[config.mk]
export PLATFORM = sky130hd
export DESIGN_NAME = adc_pat_expect
export DESIGN_NICKNAME = d
export VERILOG_FILES = /design/src/rtl/adc_pat_pkg.sv /design/src/rtl/adc_pat_expect.sv
export SDC_FILE = /design/constraint.sdc
export NUM_CORES = 1
export LEC_CHECK = 0
export BUFFER_PORTS_ARGS = -buffer_cell sky130_fd_sc_hd__buf_2
export CAP_MARGIN = 0
export CORE_ASPECT_RATIO = 1.4
export CORE_MARGIN = 10
export CORE_UTILIZATION = 30
export CTS_CLUSTER_SIZE = 16
export DETAILED_ROUTE_END_ITERATION = 6
export SLEW_MARGIN = 20
export SYNTH_ARGS = -nofsm -noshare
export SYNTH_HDL_FRONTEND = slang
export SYNTH_SLANG_ARGS = --single-unit
[constraint.sdc]
create_clock -name clk -period 5.98 [get_ports clk]
set_clock_uncertainty 0.2 [all_clocks]
set_input_delay 1.196 -clock clk [delete_from_list [all_inputs] [get_ports clk]]
set_output_delay 1.196 -clock clk [all_outputs]
set_load 0.005 [all_outputs]
[src/rtl/adc_pat_pkg.sv]
package adc_pat_pkg;

    typedef enum logic [1:0] {
        PAT_ALT   = 2'd0,
        PAT_RAMP  = 2'd1,
        PAT_CONST = 2'd2,
        PAT_WALK  = 2'd3
    } pat_e;

    localparam int PAT_SEL_W = 2;

endpackage

[src/rtl/adc_pat_expect.sv]
module adc_pat_expect
    import adc_pat_pkg::*;
#(
    parameter int SAMPLE_W = 14
) (
    input  logic                clk,
    input  logic                rst,
    input  pat_e                pat_sel,
    input  logic [SAMPLE_W-1:0] fixed_word,
    input  logic                smp_valid,
    input  logic [SAMPLE_W-1:0] smp_data,
    output logic                chk_en,
    output logic [SAMPLE_W-1:0] exp_word
);

    logic                locked_q;
    pat_e                pat_q;
    logic [SAMPLE_W-1:0] exp_q;
    logic                lock_live;
    logic [SAMPLE_W-1:0] base;
    logic [SAMPLE_W-1:0] nxt;

    // Lock is lost as soon as the selection differs from last cycle's.
    assign lock_live = locked_q && (pat_sel == pat_q);
    assign exp_word  = (pat_sel == PAT_CONST) ? fixed_word : exp_q;
    assign chk_en    = smp_valid && lock_live;

    // Advance from the expected value once locked, otherwise seed from data.
    assign base = lock_live ? exp_word : smp_data;

    always_comb begin
        unique case (pat_sel)
            PAT_ALT:   nxt = ~base;
            PAT_RAMP:  nxt = base + SAMPLE_W'(1);
            PAT_CONST: nxt = fixed_word;
            PAT_WALK:  nxt = {base[SAMPLE_W-2:0], base[SAMPLE_W-1]};
            default:   nxt = base;
        endcase
    end

    always_ff @(posedge clk) begin
        if (rst) begin
            locked_q <= 1'b0;
            pat_q    <= PAT_ALT;
            exp_q    <= '0;
        end else begin
            pat_q <= pat_sel;
            if (smp_valid) begin
                exp_q    <= nxt;
                locked_q <= 1'b1;
            end else if (pat_sel != pat_q) begin
                locked_q <= 1'b0;
            end
        end
    end

endmodule

# --- Yosys cells after proc, flatten, opt, wreduce, memory -nomap -nowiden ---
# Cells that the tools add are included.
# Widths: inputs -> output; s select.
totals:
  ramBits: 0
  romBits: 0
  latch_bits: 0
  ff_bits: 17
  input_bits: 33
  word_cells: 19
  mem_count: 0
op_classes:
  addsub: 1
  order_cmp: 0
  shifts: 0
  reduce_logical: 4
  div: 0
  n_mux: 5
  mul: 0
  n_eq_ne: 5
  bitwise: 1
ops:
  columns: ["operator", "n"]
  rows:
  - ["$pmux 14 s4", 1]
  - ["$mux 14", 2]
  - ["$add 14x1->14 const B", 1]
  - ["$not 14->14", 1]
  - ["$eq 2x2->1 const B", 2]
  - ["$eq 2x1->1 const B", 1]
  - ["$eq 2x2->1", 1]
  - ["$logic_and 1x1->1", 2]
  - ["$logic_not 2->1", 1]
  - ["$mux 1", 2]
  - ["$ne 2x2->1", 1]
  - ["$reduce_bool 2->1", 1]

# --- Longest topological paths before layout ---
# Gate-level depths: netlist of run 1.
depth:
  word_depth: 5
  depth_mapped: 15

# --- Least setup slack after synthesis of run 1 ---
# OpenSTA, ideal clock, no wires.
synth_path:
  path_kind: "input to register"
  start: "input port pat_sel[1]"
  end: "register exp_q[8]"
  setup_ns: 0.062
  t_arrival_ns: 3.709
  cell_stages: 15
  path_buffers: 4
  path_slack_ns: 2.008
  path_cell_list: "buf_6 > nor2b_1 > buf_2 > buf_4 > mux2_1 > mux2i_1 > inv_1 > ha_1 > clkbuf_1 > nand3_1 > a31oi_1 > a31oi_1 > nor4_1 > or4b_1 > nand3_1"
synth_via:
  elab_chain_len: 5
  word_cells_on_any_way: 11
  classes_between: "add/sub (1); eq/ne (4); mux (3); bitwise (1); reduce/logical (2)"
synth_lines:
  columns: ["element", "line_no", "rtl"]
  rows:
  - ["start, declared", "adc_pat_expect.sv:8", "input pat_e pat_sel,"]
  - ["$eq 2x2->1", "adc_pat_expect.sv:25", "assign exp_word = (pat_sel == PAT_CONST) ? fixed_word : exp_q;"]
  - ["$mux 14", "adc_pat_expect.sv:25", null]
  - ["via exp_word[1]", "adc_pat_expect.sv:13", "output logic [SAMPLE_W-1:0] exp_word"]
  - ["$mux 14", "adc_pat_expect.sv:29", "assign base = lock_live ? exp_word : smp_data;"]
  - ["$add 14x1->14", "adc_pat_expect.sv:34", "PAT_RAMP: nxt = base + SAMPLE_W'(1);"]
  - ["$pmux 14 s4", "adc_pat_expect.sv:32", "unique case (pat_sel)"]
  - ["end signal, assigned", "adc_pat_expect.sv:49", "exp_q <= nxt;"]
  - ["end, declared", "adc_pat_expect.sv:18", "logic [SAMPLE_W-1:0] exp_q;"]
# The timed path passes the listed nets, and every way through them passes these cells.
# A chain may end at the register's enable or synchronous reset.

# --- Worst setup path after layout of run 1 ---
layout_path:
  start: "input port pat_sel[1]"
  end: "output port exp_word[2]"
layout_via:
  elab_chain_len: 2
layout_lines:
  columns: ["element", "line_no"]
  rows:
  - ["$eq 2x2->1", "adc_pat_expect.sv:25"]
  - ["$mux 14", "adc_pat_expect.sv:25"]
  - ["end, declared", "adc_pat_expect.sv:13"]
# No other way between the ends.

==> results of run 1 <==
[stage by stage]
step,setup WS [ns],utilization,cell area (sq um),power (uW)
global placement,1.36,0.345,2270,274
floorplan,2.01,-,2020,225
finish,1.47,0.352,2310,371
CTS,1.45,0.352,2310,371
detailed placement,1.28,0.345,2270,275
global route,1.25,0.352,2310,393
[flip-flops by register name (all words and copies together), names as in the netlist]
name / count
locked_q: 1
pat_q: 2
exp_q: 14
[area by class of cell]
class                   count  area, sq um
clock inverters             1         5.00
well taps                  74         92.6
inverters                   7         26.3
clock buffers               3         41.3
fillers                   723         4260
multi-input cells         226         1550
repair buffers             50          258
flip-flops and latches     17          340
[power groups by stage]
stage	sequential, uW	combinational [uW]	clock [uW]
final	133	141	97.2
after global routing	135	156	103
after CTS	133	141	97.8
after detailed placement	135	140	0
after global placement	135	139	0
after floorplan	132	93.3	0
[worst reg2reg max path, cell delays in order, from the launching register on]
cell and delay [ns]:
dfxtp_1 0.34, xnor2_2 0.28, and3_1 0.19, buf_4 0.33, mux2_4 0.36, ha_1 0.28
nand3_1 0.12, a31oi_1 0.04, a31oi_1 0.31, nor4_1 0.13, or4b_1 0.52, nand3_1 0.08
[cells by family (layout without fill, tap and decap cells)]
| group | after synthesis | in the layout | share of synthesized area |
|---|---|---|---|
| simple gates | 98 | 98 | 0.231 |
| compound gates | 81 | 81 | 0.281 |
| mux | 39 | 39 | 0.212 |
| buf+inv | 27 | 61 | 0.0632 |
| flops | 17 | 17 | 0.169 |
| xor+xnor | 7 | 7 | 0.0378 |
| fa+ha+maj | 1 | 1 | 0.00620 |
[synth_stat cells (2+ instances only)]
| cell | instances |
|---|---|
| a211oi_1 | 4 |
| a21oi_1 | 12 |
| a221oi_1 | 2 |
| a22oi_1 | 4 |
| a311o_1 | 2 |
| a311oi_1 | 3 |
| a31o_1 | 3 |
| a31oi_1 | 10 |
| and3_1 | 4 |
| buf_2 | 6 |
| buf_6 | 2 |
| clkbuf_1 | 11 |
| dfxtp_1 | 17 |
| inv_1 | 7 |
| mux2_1 | 4 |
| mux2_2 | 12 |
| mux2i_1 | 21 |
| nand2_1 | 31 |
| nand2b_1 | 6 |
| nand3_1 | 8 |
| nand4_1 | 6 |
| nor2_1 | 28 |
| nor2b_1 | 4 |
| nor3_1 | 3 |
| o211ai_1 | 4 |
| o21a_1 | 2 |
| o21ai_0 | 11 |
| o21ai_1 | 4 |
| o21bai_1 | 2 |
| o22ai_1 | 4 |
| xnor2_1 | 4 |
| xnor2_2 | 2 |
[layer usage]
metal	GRT usage	part of all wire	wire length, um	up-vias
li1	-	-	-	1086
met1	0.162	0.40	2960	1084
met2	0.242	0.49	3600	108
met3	0.0305	0.085	624	15
met4	0.0691	0.020	149	0
met5	0	0	0	-
[cells in the final DEF, fill, tap and decap left out, types with 4 or more instances in the layout]
cell type  count
buf_2         47
nand2_1       31
nor2_1        28
mux2i_1       21
dfxtp_1       17
mux2_2        12
a21oi_1       12
o21ai_0       11
a31oi_1       10
nand3_1        8
inv_1          7
nand2b_1       6
nand4_1        6
nor2b_1        4
mux2_1         4
and3_1         4
o22ai_1        4
a22oi_1        4
xnor2_1        4
o211ai_1       4
o21ai_1        4
a211oi_1       4
[path summary, 6_finish.rpt]
kind | startpoint | endpoint | slack, ns | depth (start not counted)
max | pat_sel[1] | exp_word[2] | 1.47 | 5
min | exp_q[4]$_SDFFE_PP0P_ | exp_q[4]$_SDFFE_PP0P_ | 0.33 | 2
max reg2reg | pat_q[1]$_SDFF_PP0_ | exp_q[8]$_SDFFE_PP0P_ | 2.74 | 11
min reg2reg | exp_q[4]$_SDFFE_PP0P_ | exp_q[4]$_SDFFE_PP0P_ | 0.33 | 2
==> reports/qor.txt, run 1 <==
Kind of critical path -> input port to output pin
Largest net degree at the start of global routing -> 29
Postcts setup bufs -> 0
Post-cts sizing count -> 0
Core ar. -> 6570 sq um
First-pass GRT wire length -> 11800 um
Finished Layout Cells -> 378
WP data required -> 4.58 ns
CTS HTree Levels -> 1
Ant diodes -> 0
Nets -> 339
Worst Path Max Fanout -> 17
Slew margin rel. -> 0.419
Register area share after synthesis -> 0.169
Fraction of layout cells with a size suffix above 1 -> 0.247
Power share of the clock group -> 0.262
Mapped Cells -> 270
Initial antenna violation count -> 0
Reg power frac -> 0.358
Row count -> 35
Layout area overhead -> 14.6%
WL/cell -> 19.4 um
Leak -> 0.00101 uW
Fmax -> 221 MHz
Internal Power -> 229 uW
Yosys top cell by area -> dfxtp_1
Asr flop ratio synth -> 0
Clk sinks -> 17
I/O Buffers -> 47
Status -> finished clean
Share of the synthesized area in the top cell type -> 0.169
DR vias -> 2293
Main synth FF type -> dfxtp_1
DR vias/cell -> 6.07
Final wirelength -> 7330 um
Initial core utilization -> 0.307
Detailed Place HPWL -> 5520 um
DRC -> 0
Post-route ant nets -> 0
Synthesized area -> 2020 sq um
Slowest library cell on the worst path -> nor2b_1
Clock Latency Late Sink -> 0.27 ns
P_sw -> 141 uW
Final slew viol count -> 0
Power Dens Cells -> 160 nW/um^2
Buf+Inv Stages, Crit Path -> 3
Clk Tree Root Cell -> clkbuf_8
Final setup viols -> 0
Initial DRT Pass Iterations -> 5
Net Sw Frac -> 0.381
Tightest Pin Transition -> 0.870 ns
Crit. End Element -> output pin
Total CTS buffers -> 3
Top delay family on crit path -> buffers and inverters
CTS clock-pin slew for the worst setup and hold paths -> 0.08 ns
CP max stage delay -> 0.75 ns
#FFs+latches synth -> 17
GP Congestion -> 0.888
Syn Area/Cell -> 7.47 sq um
Post-Syn Nets -> 304
Max cap viols -> 0
Post-synth EDFFs -> 0
Combinational share of power -> 0.380
Vias in the first global route -> 2340
Crit path cell chain -> buf_2 > nor2b_1 > buf_4 > mux2_2 > buf_2
Unrepaired setup endpoints after global routing -> no
CTS tree -> built
Die area -> 10500 sq um
Synth area leaders -> dfxtp_1, mux2i_1, mux2_2, nand2_1, nor2_1
Yosys warnings -> 0
Die Wd -> 89.3 um
Placed Cells -> 374
Final min period -> 4.51 ns
Die H -> 117 um
Synth cell types -> 59
WP data arrival -> 3.12 ns
Post-CTS Hold Buffers -> 0
Startpoint types -> input port
Worst path most repeated cell -> buf_2
All-Layer GR Usage -> 0.142
Setup TNS -> 0 ns
Grt total ovfl -> 0
Number of DRC markers in iteration 0 -> 185
Tcrit/Tclk final -> 0.755
CTS Buffer Depth -> 2
Max VDD drop -> 0.0601 mV
Final hold slack -> 0.329 ns
I/O pin total -> 48
Hold Crit Class -> flip-flop to flip-flop
Final Hold Fails -> 0
(Power assumes the default switching activity.)
==> run 2, diff against run 1 <==
==> constraint.sdc (replaced) <==
create_clock -name clk -period 3.9 [get_ports clk]
set_clock_uncertainty 0.2 [all_clocks]
set_input_delay 0.78 -clock clk [delete_from_list [all_inputs] [get_ports clk]]
set_output_delay 0.78 -clock clk [all_outputs]
set_load 0.005 [all_outputs]
==> run 2 against run 1 <==
Net effect: worst hold slack got worse by 0.022 ns; power rose by 54%; final cell count grew 2.1%; critical path type is now input port to flip-flop; largest power group unchanged.
==> reports/qor.txt, run 2 (same netlist as run 1, synthesis figures left out) <==
Status -> finished clean
Layout area overhead -> 17.7%
Die H -> 117 um
CTS Buffer Depth -> 2
Max VDD drop -> 0.122 mV
Post-route ant nets -> 0
Largest net degree at the start of global routing -> 29
Fraction of layout cells with a size suffix above 1 -> 0.266
Nets -> 347
I/O Buffers -> 47
Slowest library cell on the worst path -> or4b_1
Grt total ovfl -> 0
Tightest Pin Transition -> 0.540 ns
Final setup viols -> 0
Vias in the first global route -> 2340
Initial core utilization -> 0.307
Unrepaired setup endpoints after global routing -> no
Buf+Inv Stages, Crit Path -> 1
Crit. End Element -> flip-flop
CTS clock-pin slew for the worst setup and hold paths -> 0.07 ns
Final wirelength -> 7280 um
I/O pin total -> 48
Core ar. -> 6570 sq um
Fill cells -> 719
Commonest non-fill, non-tap cell in the layout -> buf_2
Postcts setup bufs -> 0
Tcrit/Tclk final -> 0.852
Initial DRT Pass Iterations -> 4
First-pass GRT wire length -> 12200 um
Setup TNS -> 0 ns
Slew margin rel. -> 0.640
CP max stage delay -> 0.50 ns
Top delay family on crit path -> simple AND/OR/NAND/NOR gates
Die area -> 10500 sq um
WP data arrival -> 3.32 ns
Total CTS buffers -> 3
Largest Register -> exp_q
WP data required -> 3.90 ns
Max cap viols -> 0
DR vias/cell -> 5.88
Ant diodes -> 0
Hold Crit Class -> flip-flop to flip-flop
DRC -> 0
Final Hold Fails -> 0
Detailed Place HPWL -> 5680 um
CTS tree -> built
Initial antenna violation count -> 0
Row count -> 35
Startpoint types -> input port
Final slew viol count -> 0
Crit path cell chain -> buf_2 > nor2b_1 > mux2_2 > mux2_4 > ha_1 > nand3_1 > a31oi_1 > a31oi_1 > nor4_1 > or4b_1 > nand3_1
Clk Tree Root Cell -> clkbuf_8
All-Layer GR Usage -> 0.147
Post-cts sizing count -> 0
Kind of critical path -> input port to flip-flop
Commonest cells after routing, fill and taps aside -> buf_2, nand2_1, nor2_1, mux2i_1, dfxtp_1
Number of DRC markers in iteration 0 -> 158
Dpl ws -> 0.317 ns
Leak -> 0.00105 uW
Max reg flops -> 14
Final min period -> 3.32 ns
DR vias -> 2269
Die Wd -> 89.3 um
Clk sinks -> 17
Top Registers -> exp_q x14, pat_q x2, locked_q x1
Power Dens Cells -> 240 nW/um^2
Post-CTS Hold Buffers -> 0
WL/cell -> 18.9 um
Fmax -> 301 MHz
Worst Path Max Fanout -> 9
Final worst setup slack -> 0.579 ns
Clock Latency Late Sink -> 0.27 ns
GP Congestion -> 0.889
CTS HTree Levels -> 1
[run 2: cell types whose count changed in the layout (fill, tap and decap cells not counted), sizes merged]
cell      change
clkinvlp      +1
clkinv        -1
buf           +8
[run 2: final timing paths]
path                         startpoint  slack, ns               endpoint  cells past startpoint
setup / recovery             pat_sel[1]       0.58  exp_q[8]$_SDFFE_PP0P_                     11
hold / removal    exp_q[4]$_SDFFE_PP0P_       0.31  exp_q[4]$_SDFFE_PP0P_                      2
setup reg to reg    pat_q[0]$_SDFF_PP0_       1.01  exp_q[8]$_SDFFE_PP0P_                     11
hold reg to reg   exp_q[4]$_SDFFE_PP0P_       0.31  exp_q[4]$_SDFFE_PP0P_                      2
[run 2: layout make-up]
type	count	area [sq um]	area share
Clock buffer	3	41.3	0.0174
Clock inverter	1	7.51	0.00316
Inverter	7	26.3	0.0111
Multi-Input combinational cell	226	1550	0.652
Sequential cell	17	340	0.143
Tap cell	74	92.6	0.0390
Timing Repair Buffer	58	318	0.134
[run 2: report_power, final]
part           switching [uW]  internal (uW)
sequential               15.5            188
clock                    75.4           72.3
combinational             123           96.7
total                     214            357
[run 2: per-stage QoR]
stage | hold WS [ns] | cells | power, uW | util | cell area (sq um)
2_1_floorplan | 0.272 | 270 | 345 | - | 2020
3_3_place_gp | 0.296 | 382 | 425 | 0.354 | 2330
3_5_place_dp | 0.299 | 382 | 426 | 0.354 | 2330
4_1_cts | 0.312 | 386 | 577 | 0.362 | 2380
5_1_grt | 0.337 | 386 | 611 | 0.362 | 2380
6_report | 0.307 | 386 | 571 | 0.362 | 2380
[run 2: worst min-delay path: stages, from the launching register on]
cell	delay (ns)
dfxtp_1	0.33
nand2b_1	0.07
a21oi_1	0.06
[run 2: layer usage]
layer | routed length, um | track usage | share of wire | up-vias
met2 | 3650 | 0.245 | 0.50 | 92
li1 | - | - | - | 1097
met3 | 511 | 0.0242 | 0.070 | 11
met4 | 151 | 0.0543 | 0.021 | 0
met1 | 2980 | 0.183 | 0.41 | 1069
met5 | 0 | 0 | 0 | -
